==> config.mk <==
export PLATFORM = sky130hd
export DESIGN_NAME = bels_lane_unit
export DESIGN_NICKNAME = d
export VERILOG_FILES = /design/src/rtl/bels_pkg.sv /design/src/rtl/bels_align_chk.sv /design/src/rtl/bels_store_lanes.sv /design/src/rtl/bels_load_extract.sv /design/src/rtl/bels_lane_unit.sv
export SDC_FILE = /design/constraint.sdc
export NUM_CORES = 1
export LEC_CHECK = 0
export ABC_AREA = 1
export ABC_CLOCK_PERIOD_IN_PS = 1360
export BUFFER_PORTS_ARGS = -buffer_cell sky130_fd_sc_hd__buf_2
export CAP_MARGIN = 20
export CORE_ASPECT_RATIO = 1.25
export CORE_MARGIN = 4
export CORE_UTILIZATION = 40
export DETAILED_ROUTE_END_ITERATION = 6
export PLACE_DENSITY = 0.93
export SETUP_SLACK_MARGIN = 0.5
export SYNTH_ARGS = -nofsm -noshare
export SYNTH_HDL_FRONTEND = slang
export SYNTH_SLANG_ARGS = --single-unit
==> constraint.sdc <==
create_clock -name vclk -period 1.36
set_input_delay 0.068 -clock vclk [all_inputs]
set_output_delay 0.068 -clock vclk [all_outputs]
set_load 0.1 [all_outputs]
==> src/rtl/bels_pkg.sv <==
package bels_pkg;

  localparam int unsigned BYTE_W = 8;

  typedef enum logic [1:0] {
    ACC_BYTE = 2'b00,
    ACC_HALF = 2'b01,
    ACC_WORD = 2'b10,
    ACC_RSVD = 2'b11
  } acc_size_e;

endpackage

==> src/rtl/bels_align_chk.sv <==
module bels_align_chk
  import bels_pkg::*;
#(
  parameter int OFF_W = 2
) (
  input  acc_size_e        size,
  input  logic [OFF_W-1:0] off,
  output logic             fault
);

  // A halfword needs an even offset; a word needs offset zero.
  always_comb begin
    case (size)
      ACC_BYTE: fault = 1'b0;
      ACC_HALF: fault = off[0];
      ACC_WORD: fault = |off;
      default:  fault = 1'b1;
    endcase
  end

endmodule

==> src/rtl/bels_store_lanes.sv <==
module bels_store_lanes
  import bels_pkg::*;
#(
  parameter  int DATA_W = 32,
  localparam int LANES  = DATA_W / BYTE_W,
  localparam int OFF_W  = $clog2(LANES)
) (
  input  acc_size_e         size,
  input  logic [OFF_W-1:0]  off,
  input  logic              wr_req,
  input  logic              fault,
  input  logic [DATA_W-1:0] wdata_in,
  output logic [LANES-1:0]  we,
  output logic [DATA_W-1:0] wdata
);

  for (genvar g = 0; g < LANES; g++) begin : g_lane
    // Strobe bit g covers the byte that sits at offset LANES-1-g.
    localparam int BYTE_OFF  = LANES - 1 - g;
    localparam int HALF_IDX  = BYTE_OFF / 2;
    localparam int HALF_BYTE = g % 2;

    logic                hit;
    logic [BYTE_W-1:0]   lane_d;

    always_comb begin
      case (size)
        ACC_BYTE: hit = (off == BYTE_OFF[OFF_W-1:0]);
        ACC_HALF: hit = (off[OFF_W-1:1] == HALF_IDX[OFF_W-2:0]);
        ACC_WORD: hit = 1'b1;
        default:  hit = 1'b0;
      endcase
    end

    always_comb begin
      case (size)
        ACC_BYTE: lane_d = wdata_in[BYTE_W-1:0];
        ACC_HALF: lane_d = wdata_in[HALF_BYTE*BYTE_W +: BYTE_W];
        default:  lane_d = wdata_in[g*BYTE_W +: BYTE_W];
      endcase
    end

    assign we[g]                    = wr_req & ~fault & hit;
    assign wdata[g*BYTE_W +: BYTE_W] = lane_d;
  end

endmodule

==> src/rtl/bels_load_extract.sv <==
module bels_load_extract
  import bels_pkg::*;
#(
  parameter  int DATA_W = 32,
  localparam int LANES  = DATA_W / BYTE_W,
  localparam int HALVES = LANES / 2,
  localparam int HALF_W = 2 * BYTE_W,
  localparam int OFF_W  = $clog2(LANES)
) (
  input  acc_size_e         size,
  input  logic [OFF_W-1:0]  off,
  input  logic              sx,
  input  logic              fault,
  input  logic [DATA_W-1:0] rdata,
  output logic [DATA_W-1:0] result
);

  function automatic logic [DATA_W-1:0] widen_byte(input logic [BYTE_W-1:0] b,
                                                   input logic sgn);
    return {{(DATA_W-BYTE_W){sgn & b[BYTE_W-1]}}, b};
  endfunction

  function automatic logic [DATA_W-1:0] widen_half(input logic [HALF_W-1:0] h,
                                                   input logic sgn);
    return {{(DATA_W-HALF_W){sgn & h[HALF_W-1]}}, h};
  endfunction

  // Big-endian views: index 0 is the most significant byte / halfword.
  logic [BYTE_W-1:0] be_bytes  [LANES];
  logic [HALF_W-1:0] be_halves [HALVES];

  for (genvar g = 0; g < LANES; g++) begin : g_byte
    assign be_bytes[g] = rdata[DATA_W-1-g*BYTE_W -: BYTE_W];
  end

  for (genvar h = 0; h < HALVES; h++) begin : g_half
    assign be_halves[h] = rdata[DATA_W-1-h*HALF_W -: HALF_W];
  end

  logic [BYTE_W-1:0] byte_pick;
  logic [HALF_W-1:0] half_pick;

  assign byte_pick = be_bytes[off];
  assign half_pick = be_halves[off[OFF_W-1:1]];

  always_comb begin
    if (fault) begin
      result = '0;
    end else begin
      case (size)
        ACC_BYTE: result = widen_byte(byte_pick, sx);
        ACC_HALF: result = widen_half(half_pick, sx);
        default:  result = rdata;
      endcase
    end
  end

endmodule

==> src/rtl/bels_lane_unit.sv <==
module bels_lane_unit
  import bels_pkg::*;
#(
  parameter  int DATA_W = 32,
  localparam int LANES  = DATA_W / BYTE_W,
  localparam int OFF_W  = $clog2(LANES)
) (
  input  logic [1:0]        acc_size,
  input  logic [OFF_W-1:0]  addr_lo,
  input  logic              is_store,
  input  logic              ld_signed,
  input  logic [DATA_W-1:0] st_data,
  input  logic [DATA_W-1:0] mem_rdata,
  output logic [LANES-1:0]  byte_we,
  output logic [DATA_W-1:0] mem_wdata,
  output logic [DATA_W-1:0] ld_result,
  output logic              misaligned
);

  acc_size_e size_q;
  logic      align_fault;

  assign size_q = acc_size_e'(acc_size);

  bels_align_chk #(.OFF_W(OFF_W)) u_align (
    .size  (size_q),
    .off   (addr_lo),
    .fault (align_fault)
  );

  bels_store_lanes #(.DATA_W(DATA_W)) u_store (
    .size     (size_q),
    .off      (addr_lo),
    .wr_req   (is_store),
    .fault    (align_fault),
    .wdata_in (st_data),
    .we       (byte_we),
    .wdata    (mem_wdata)
  );

  bels_load_extract #(.DATA_W(DATA_W)) u_load (
    .size   (size_q),
    .off    (addr_lo),
    .sx     (ld_signed),
    .fault  (align_fault),
    .rdata  (mem_rdata),
    .result (ld_result)
  );

  assign misaligned = align_fault;

endmodule

==> impl_metrics.tcl, run 1 <==
set metrics [dict create \
    outcome "stopped before the end" \
    lastStage "3_5_place_dp" \
    firstError "[ERROR DPL-0038] Utilization greater than 100%, impossible to legalize" \
    synth_top_family_by_area "simple AND/OR/NAND/NOR gates" \
    synth_nets 400 \
    yosys.area_share.simple 0.555 \
    ys_seq_area_frac 0 \
    synth_compound_area_frac 0.218 \
    netlist_area_um2 1470 \
    chipWidth_um 62.2 \
    synthXorXnorAreaFrac 0 \
    syn_inst 330 \
    synthAdderAreaFrac 0 \
    io_pins 139 \
    row_count 24 \
    start_util 0.417 \
    die_h_um 75.7 \
    syn_area_per_cell_um2 4.44 \
    synthDistinctLibCells 23 \
    ys_warn_count 0 \
    port_buffers 139 \
    gp_congestion 0.968 \
    muxShareOfSynthArea 0 \
]
## synth_stat cells, types with 2 or more instances
library cell / number / area, µm²
buf_2: 6 / 30.0
inv_1: 46 / 173
a31oi_1: 2 / 12.5
inv_2: 5 / 18.8
buf_4: 9 / 67.6
o21ai_0: 30 / 150
clkbuf_1: 5 / 18.8
nand2_1: 157 / 589
nand3_1: 11 / 55.1
o211ai_1: 15 / 113
nor2_4: 3 / 33.8
a21oi_1: 4 / 20.0
nor2_1: 26 / 97.6
nand3_2: 2 / 20.0
## cell families after synthesis
logic type,count (synthesis)
AOI/OAI and AO/OA,54
and+or+nand+nor,201
buffers and inverters,75
## through the flow
step	setup slack, ns	instance area, µm²	hold WS, ns	instances
2_1_floorplan	-0.473	1870	0.323	330
3_3_place_gp	0.0364	3590	0.525	513
==> run 2, diff against run 1 <==
--- a/config.mk
+++ b/config.mk
@@ -9,12 +9,10 @@
 export ABC_CLOCK_PERIOD_IN_PS = 1360
 export BUFFER_PORTS_ARGS = -buffer_cell sky130_fd_sc_hd__buf_2
 export CAP_MARGIN = 20
-export CORE_ASPECT_RATIO = 1.25
 export CORE_MARGIN = 4
-export CORE_UTILIZATION = 40
+export CORE_UTILIZATION = 25
 export DETAILED_ROUTE_END_ITERATION = 6
-export PLACE_DENSITY = 0.93
-export SETUP_SLACK_MARGIN = 0.5
+export PLACE_DENSITY_LB_ADDON = 0.15
 export SYNTH_ARGS = -nofsm -noshare
 export SYNTH_HDL_FRONTEND = slang
 export SYNTH_SLANG_ARGS = --single-unit
==> run 2 against run 1 <==
  * The run now ends clean
  * Synthesized cell count did not move
  * Area after synthesis is the same
==> impl_metrics.tcl, run 2 <==
set metrics [dict create \
    chipWidth_um 84.6 \
    final_util 0.645 \
    start_util 0.261 \
    synth_nets 400 \
    seq_area_um2 0 \
    yosys.area_share.simple 0.555 \
    drv_cap 0 \
    synthAdderAreaFrac 0 \
    slew_violations 0 \
    syn_area_per_cell_um2 4.44 \
    dp_hpwl_mm 6.16 \
    area_growth_pct 147 \
    port_buffers 139 \
    met1_length_mm 3.09 \
    fillerInstances 551 \
    core_area_um2 5610 \
    crit_type "input pin to output pin" \
    p_leak_nw 1.94 \
    grt_max_degree 17 \
    endpoint_kind "output pin" \
    hold_viol_final 0 \
    peakVddDrop_mv 0.467 \
    hp-class "input pin to output pin" \
    relSlewSlack 0.673 \
    synthTopCellsByArea "nand2_1 40%, inv_1 12%, o21ai_0 10%" \
    period_minus_slack_ns 1.30 \
    io_pins 139 \
    drt_iter0_markers 92 \
    tightestPinTransition_ns 0.494 \
    ant_nets 0 \
    yosys.cell_count.top_type "nand2_1" \
    ys_seq_area_frac 0 \
    synthDistinctLibCells 23 \
    synth_top_family_by_area "simple AND/OR/NAND/NOR gates" \
    hold_buffers 0 \
    drt-pass1-iter-count 5 \
    grt_pass1_wl_mm 11.7 \
    layout-drive-gt1-share 0.458 \
    ys_warn_count 0 \
    wl_per_cell_um 13.7 \
    required_ns 1.29 \
    path_max_fanout 5 \
    synth_common_cells "157 x nand2_1, 46 x inv_1, 30 x o21ai_0, 26 x nor2_1, 15 x o211ai_1" \
    drc 0 \
    swShare 0.667 \
    synth_top_area_share 0.402 \
    fmaxAchievable_mhz 767 \
    whs_ns 0.532 \
    cp_data_arrival_time_ns 1.24 \
    setup_viol 0 \
    row_count 27 \
    synthXorXnorAreaFrac 0 \
    yosys.area.top_type "nand2_1" \
    power_density_nw_per_um2 703 \
    fin_crit_sh 0.959 \
    gp_congestion 0.856 \
    grt.total_usage 0.191 \
    wl_met2_mm 3.92 \
    start_kind "input pin" \
    power.switching_mw 1.70 \
    grt-ovfl-total 0 \
    outcome "complete, no violations" \
    layout_common_cells "154 x nand2_1, 75 x buf_2, 65 x buf_12, 39 x inv_1, 24 x buf_4" \
    clockPowerShare 0 \
    wirelength_mm 7.50 \
    muxShareOfSynthArea 0 \
    viasPerCell 4.60 \
    dieArea_um2 7150 \
    nClkBuffers 0 \
    synth_compound_area_frac 0.218 \
    nFlopsAndLatches 0 \
    antenna_found_initial 0 \
    grt_pass1_vias 2423 \
    pwr-share-seq 0 \
    die_h_um 84.6 \
    wl_met3_um 356 \
    syn_inst 330 \
    vias 2519 \
    insertedDiodeCount 0 \
    top_layer_used "met4" \
    p_int_mw 0.848 \
    combPwrFrac 1.000 \
    netlist_area_um2 1470 \
    final_common_cell "nand2_1" \
    finalNetCount 548 \
]
run 2: cell counts after synthesis:
No cell type changed its count.
run 2: area by class of cell:
type	count	area (µm²)	area share
inverters	53	225	0.0623
multi-input cells	257	1420	0.392
well taps	72	90.1	0.0249
repair buffers	166	1880	0.521
run 2: repair_timing:
item / 4_1_cts / 5_1_grt
pin swaps: 2 / 7
buffers inserted: 0 / 2
cloned: 1 / 1
resized for setup: 5 / 19
setup endpoints to repair: 22 / 33
hold endpoints to repair: 0 / 0
run 2: cells by family (layout without fill, tap and decap cells):
group                  count (synthesis)  after routing
AND/OR/NAND/NOR                      201            203
AO/OA/AOI/OAI                         54             54
buffers and inverters                 75            219
run 2: power by group through the flow:
stage               Combinational [mW]  Sequential, mW  Clock [mW]
floorplan                         1.58               0           0
global placement                  2.49               0           0
detailed placement                2.51               0           0
CTS                               2.52               0           0
global route                      2.64               0           0
finish                            2.54               0           0
run 2: final timing paths:
check	cells past startpoint	startpoint	slack, ns	to
worst max-delay path	9	addr_lo[1]	0.06	ld_result[17]
worst min-delay path	4	st_data[16]	0.53	mem_wdata[16]
run 2: worst max-delay path, stage by stage:
cell and delay [ns]:
buf_4 0.15, inv_4 0.09, nand2_1 0.07, nand2_1 0.09, nand3_2 0.12, nand3_4 0.19, nand2_8 0.12, nor2_4 0.15
buf_12 0.18
run 2: metrics by stage:
stage                     power (mW)  cells  worst slack, ns  cell area [µm²]  setup TNS, ns
after CTS                       2.52    545         -0.00234             3540       -0.00615
after floorplan                 1.58    330           -0.473             1730         -11.88
after global placement          2.49    544          -0.0546             3510         -0.541
after detailed placement        2.51    544          -0.0861             3510         -0.962
final                           2.54    548           0.0562             3620              0
after global routing            2.64    548         -0.00689             3620       -0.00689
run 2: per-layer routing:
| layer | global-route usage | up-vias |
|---|---|---|
| met5 | 0 | - |
| met4 | 0.0331 | 0 |
| met3 | 0.0226 | 12 |
| met2 | 0.335 | 73 |
| met1 | 0.252 | 1124 |
| li1 | - | 1310 |
Power figures use the tool's default switching activity.
==> run 3, diff against run 2 <==
--- a/config.mk
+++ b/config.mk
@@ -13,6 +13,7 @@
 export CORE_UTILIZATION = 25
 export DETAILED_ROUTE_END_ITERATION = 6
 export PLACE_DENSITY_LB_ADDON = 0.15
+export RECOVER_POWER = 100
 export SYNTH_ARGS = -nofsm -noshare
 export SYNTH_HDL_FRONTEND = slang
 export SYNTH_SLANG_ARGS = --single-unit
==> run 3 against run 2 <==
  * Combinational power shrank 11%
  * Fmax grew 0.20%
  * Final cell count is the same
  * Sequential share of layout area is the same
  * Non-clock buffer count is the same
  * Total power shrank 11%
  * Global-route usage is the same
  * Via count shrank 0.36%
  * Largest power group unchanged
  * Critical path depth is the same
  * Design area shrank 14%
  * Flip-flop and latch count is the same
  * Count of clock-buffer cells in the layout is the same
==> impl_metrics.tcl, run 3 (synthesized netlist as in run 2, its figures left out) <==
set metrics [dict create \
    drc 0 \
    hold_buffers 0 \
    final_util 0.558 \
    drt-pass1-iter-count 4 \
    cp_data_arrival_time_ns 1.23 \
    grt-ovfl-total 0 \
    nFlopsAndLatches 0 \
    dp_cells 544 \
    pwr-share-seq 0 \
    wl_per_cell_um 13.7 \
    fmaxAchievable_mhz 769 \
    p_leak_nw 1.76 \
    period_minus_slack_ns 1.30 \
    insertedDiodeCount 0 \
    slew_violations 0 \
    min_from "st_data[20]" \
    required_ns 1.29 \
    crit_type "input pin to output pin" \
    gp_congestion 0.856 \
    viasPerCell 4.58 \
    drt_iter0_markers 96 \
    chipWidth_um 84.6 \
    hp-class "input pin to output pin" \
    grt_max_degree 17 \
    core_area_um2 5610 \
    row_count 27 \
    vias 2510 \
    die_h_um 84.6 \
    start_kind "input pin" \
    layout_common_cells "154 x nand2_1, 67 x buf_2, 39 x inv_1, 22 x buf_4, 22 x buf_6" \
    fin_crit_sh 0.957 \
    finalWorstSetupSlack_ns 0.0588 \
    hold_viol_final 0 \
    tightestPinTransition_ns 1.19 \
    final_common_cell "nand2_1" \
    clockPowerShare 0 \
    nClkBuffers 0 \
    dp_hpwl_mm 6.16 \
    relSlewSlack 0.212 \
    power.switching_mw 1.65 \
    combPwrFrac 1.000 \
    whs_ns 0.532 \
    path_max_fanout 5 \
    swShare 0.731 \
    area_growth_pct 113 \
    setup_viol 0 \
    crit_path_start "addr_lo[1]" \
    fillerInstances 633 \
    dieArea_um2 7150 \
    place_ws_ns -0.0861 \
    instances_no_fill 548 \
    antenna_found_initial 0 \
    peakVddDrop_mv 0.393 \
    p_int_mw 0.608 \
    wirelength_mm 7.53 \
    layout-drive-gt1-share 0.441 \
    endpoint_kind "output pin" \
    grt_pass1_vias 2423 \
    grt.total_usage 0.191 \
    outcome "complete, no violations" \
    io_pins 139 \
    power_density_nw_per_um2 722 \
    port_buffers 139 \
    grt_pass1_wl_mm 11.7 \
    seq_area_um2 0 \
    drv_cap 0 \
    finalNetCount 548 \
    ant_nets 0 \
    start_util 0.261 \
]
==> run 3: cell types whose count changed in the layout (fill, tap and decap cells not counted), sizes merged <==
cell	previous run	this run
buf	166	136
clkbuf	0	30
==> run 3: power groups by stage <==
stage / logic (mW) / registers, mW / clock network, mW
2_1_floorplan: 1.58 / 0 / 0
3_3_place_gp: 2.49 / 0 / 0
3_5_place_dp: 2.51 / 0 / 0
4_1_cts: 2.52 / 0 / 0
5_1_grt: 2.36 / 0 / 0
6_report: 2.26 / 0 / 0
==> run 3: per-stage QoR <==
stage	area [µm²]	TNS [ns]	total power [mW]
after floorplan	1730	-11.88	1.58
after global placement	3510	-0.541	2.49
after detailed placement	3510	-0.962	2.51
after CTS	3540	-0.00615	2.52
after global routing	3130	-0.00708	2.36
final	3130	0	2.26
==> run 3: final timing paths <==
kind / to / slack (ns) / cells past startpoint
setup / recovery: ld_result[17] / 0.06 / 9
hold / removal: mem_wdata[20] / 0.53 / 4
==> run 3: routing by layer <==
layer / vias to the layer above / wire length, µm / track usage
li1: 1313 / - / -
met1: 1111 / 3110 / 0.252
met2: 74 / 3900 / 0.335
met3: 12 / 380 / 0.0226
met4: 0 / 142 / 0.0331
met5: - / 0 / 0
==> run 3: layout make-up <==
type,instances,area (µm²),share of cell area
Inverter,53,225,0.0720
Timing Repair Buffer,166,1390,0.446
Tap cell,72,90.1,0.0288
Multi-Input combinational cell,257,1420,0.454
==> run 3: what timing repair did <==
| item | in CTS | in global routing |
|---|---|---|
| setup endpoints to repair | 22 | 33 |
| pin swaps | 2 | 7 |
| cloned | 1 | 1 |
| buffers inserted | 0 | 2 |
| resized for setup | 5 | 19 |
==> run 3: critical path, stage by stage <==
cell,delay [ns]
buf_4,0.15
inv_4,0.09
nand2_1,0.07
nand2_1,0.09
nand3_2,0.12
nand3_4,0.19
nand2_8,0.12
nor2_4,0.15
buf_12,0.18
==> run 4, diff against run 3 <==
--- a/config.mk
+++ b/config.mk
@@ -5,7 +5,6 @@
 export SDC_FILE = /design/constraint.sdc
 export NUM_CORES = 1
 export LEC_CHECK = 0
-export ABC_AREA = 1
 export ABC_CLOCK_PERIOD_IN_PS = 1360
 export BUFFER_PORTS_ARGS = -buffer_cell sky130_fd_sc_hd__buf_2
 export CAP_MARGIN = 20
==> run 4 against run 3 <==
  * Routed wire length fell by 0.54%
  * The run now ends with setup timing left
  * Flip-flop and latch count unchanged
  * Largest cell class is now buffers
  * Global-route usage grew 0.081 points
  * Hold slack got worse by 0.0089 ns
  * Die area shrank 0.22%
==> impl_metrics.tcl, run 4 <==
set metrics [dict create \
    period_minus_slack_ns 1.41 \
    antenna_found_initial 0 \
    final_common_cell "buf_2" \
    required_ns 1.29 \
    seq_area_um2 0 \
    finalWorstSetupSlack_ns -0.0518 \
    yosys.cell_count.top_type "o21ai_0" \
    dieArea_um2 7140 \
    synth_common_cells "33 x o21ai_0, 24 x nand2_1, 19 x a21oi_1, 19 x mux2_2, 12 x nor2_1" \
    core_area_um2 5570 \
    viasPerCell 5.35 \
    gp_congestion 0.837 \
    dp_hpwl_mm 6.27 \
    endpoint_kind "output pin" \
    finalNetCount 447 \
    grt_max_degree 28 \
    finalPower_mw 2.69 \
    rsz0062_at_grt "yes" \
    path_max_fanout 7 \
    wirelength_mm 7.49 \
    finalSetupTns_ns -0.538 \
    drv_cap 0 \
    crit_type "input pin to output pin" \
    synthTopCellsByArea "mux2_2 15%, o21ai_0 11%, a21oi_1 6.5%" \
    grt_pass1_wl_mm 11.7 \
    ys_warn_count 0 \
    syn_inst 220 \
    grt_pass1_vias 2461 \
    synth_nets 290 \
    outcome "complete, but fails checks" \
    io_pins 139 \
    chipWidth_um 84.5 \
    vias 2393 \
    tightestPinTransition_ns 1.17 \
    ys_seq_area_frac 0 \
    yosys.area.top_type "mux2_2" \
    synthDistinctLibCells 35 \
    drt_iter0_markers 157 \
    netlist_area_um2 1460 \
    drt-pass1-iter-count 4 \
    grt-ovfl-total 0 \
    nClkBuffers 0 \
    wl_per_cell_um 16.7 \
    ant_nets 0 \
    p_leak_nw 1.65 \
    port_buffers 139 \
    hold_viol_final 0 \
    fin_crit_sh 1.04 \
    cp_data_arrival_time_ns 1.34 \
    die_h_um 84.5 \
    drc 0 \
    row_count 27 \
    synth_top_area_share 0.146 \
    nFlopsAndLatches 0 \
    hp-class "input pin to output pin" \
    syn_area_per_cell_um2 6.65 \
    layout-drive-gt1-share 0.701 \
    power_density_nw_per_um2 685 \
    start_kind "input pin" \
    layout_common_cells "69 x buf_2, 64 x buf_12, 28 x buf_4, 24 x nand2_1, 23 x o21ai_4" \
    area_growth_pct 169 \
    slew_violations 0 \
    grt.total_usage 0.192 \
    fmaxAchievable_mhz 708 \
    insertedDiodeCount 0 \
    peakVddDrop_mv 0.519 \
    relSlewSlack 0.223 \
    start_util 0.262 \
    failed_checks "setup timing" \
    setup_viol 22 \
]
==> run 4: cell types whose count changed in the layout (fill, tap and decap cells not counted), sizes merged, moves of 8 or more <==
cell / before / now
mux2i: 0 / 9
nand2b: 0 / 8
nand3: 14 / 0
nor2: 29 / 13
buf: 136 / 168
o211ai: 15 / 0
mux2: 0 / 19
nor3: 0 / 11
a21oi: 5 / 19
nand2: 160 / 24
clkbuf: 30 / 15
inv: 53 / 0
nor2b: 0 / 11
==> run 4: cells by family (layout without fill, tap and decap cells) <==
| group | Yosys count | count (layout) | synth area share |
|---|---|---|---|
| and+or+nand+nor | 78 | 78 | 0.289 |
| buffers and inverters | 29 | 184 | 0.119 |
| AOI/OAI and AO/OA | 84 | 84 | 0.378 |
| xor gates and xnor gates | 1 | 1 | 0.00599 |
| muxes | 28 | 28 | 0.208 |
==> run 4: area by class of cell <==
type                       instances  area [µm²]
timing repair buffer             183        2020
multi-input combinational        191        1820
fill                             404        1640
tap                               72        90.1
inverter                           1        5.00
==> run 4: worst max-delay path, stage by stage <==
cell	delay [ns]
buf_4	0.14
nor2b_1	0.13
buf_4	0.17
a22oi_2	0.19
o21ai_1	0.09
a221o_2	0.38
buf_12	0.17
==> run 4: timing repair <==
action | in CTS | in global routing
pin swaps | 10 | 19
resized for setup | 18 | 32
setup endpoints to repair | 35 | 38
gates cloned | 1 | 2
hold buffers | 0 | 0
setup buffers | 2 | 2
==> run 4: metal layers <==
| metal | GRT usage | vias to the layer above | part of all wire |
|---|---|---|---|
| li1 | - | 1137 | - |
| met2 | 0.377 | 120 | 0.54 |
| met1 | 0.215 | 1132 | 0.36 |
| met3 | 0.0530 | 4 | 0.096 |
| met5 | 0 | - | 0 |
| met4 | 0.00288 | 0 | 0.010 |
==> run 4: power by group <==
| group | total (mW) | internal [mW] | switching [mW] |
|---|---|---|---|
| clock network | 0 | 0 | 0 |
| logic | 2.69 | 0.962 | 1.73 |
| registers | 0 | 0 | 0 |
| total | 2.69 | 0.962 | 1.73 |
==> run 4: worst paths after layout <==
path                        start       endpoint  slack, ns  depth (start not counted)
worst min-delay path  st_data[30]  mem_wdata[30]       0.52                          4
worst max-delay path   addr_lo[0]   ld_result[6]      -0.05                          7
==> run 4: stage by stage <==
step           utilization  hold WS, ns  std cells  setup WS (ns)  instance area [µm²]
6_report             0.706        0.523        447        -0.0518                 3930
3_5_place_dp         0.677        0.525        442         -0.135                 3780
5_1_grt              0.706        0.536        447        -0.0940                 3930
3_3_place_gp         0.677        0.521        442         -0.132                 3780
4_1_cts              0.696        0.526        445        -0.0686                 3880
2_1_floorplan            -        0.348        220         -0.303                 1920
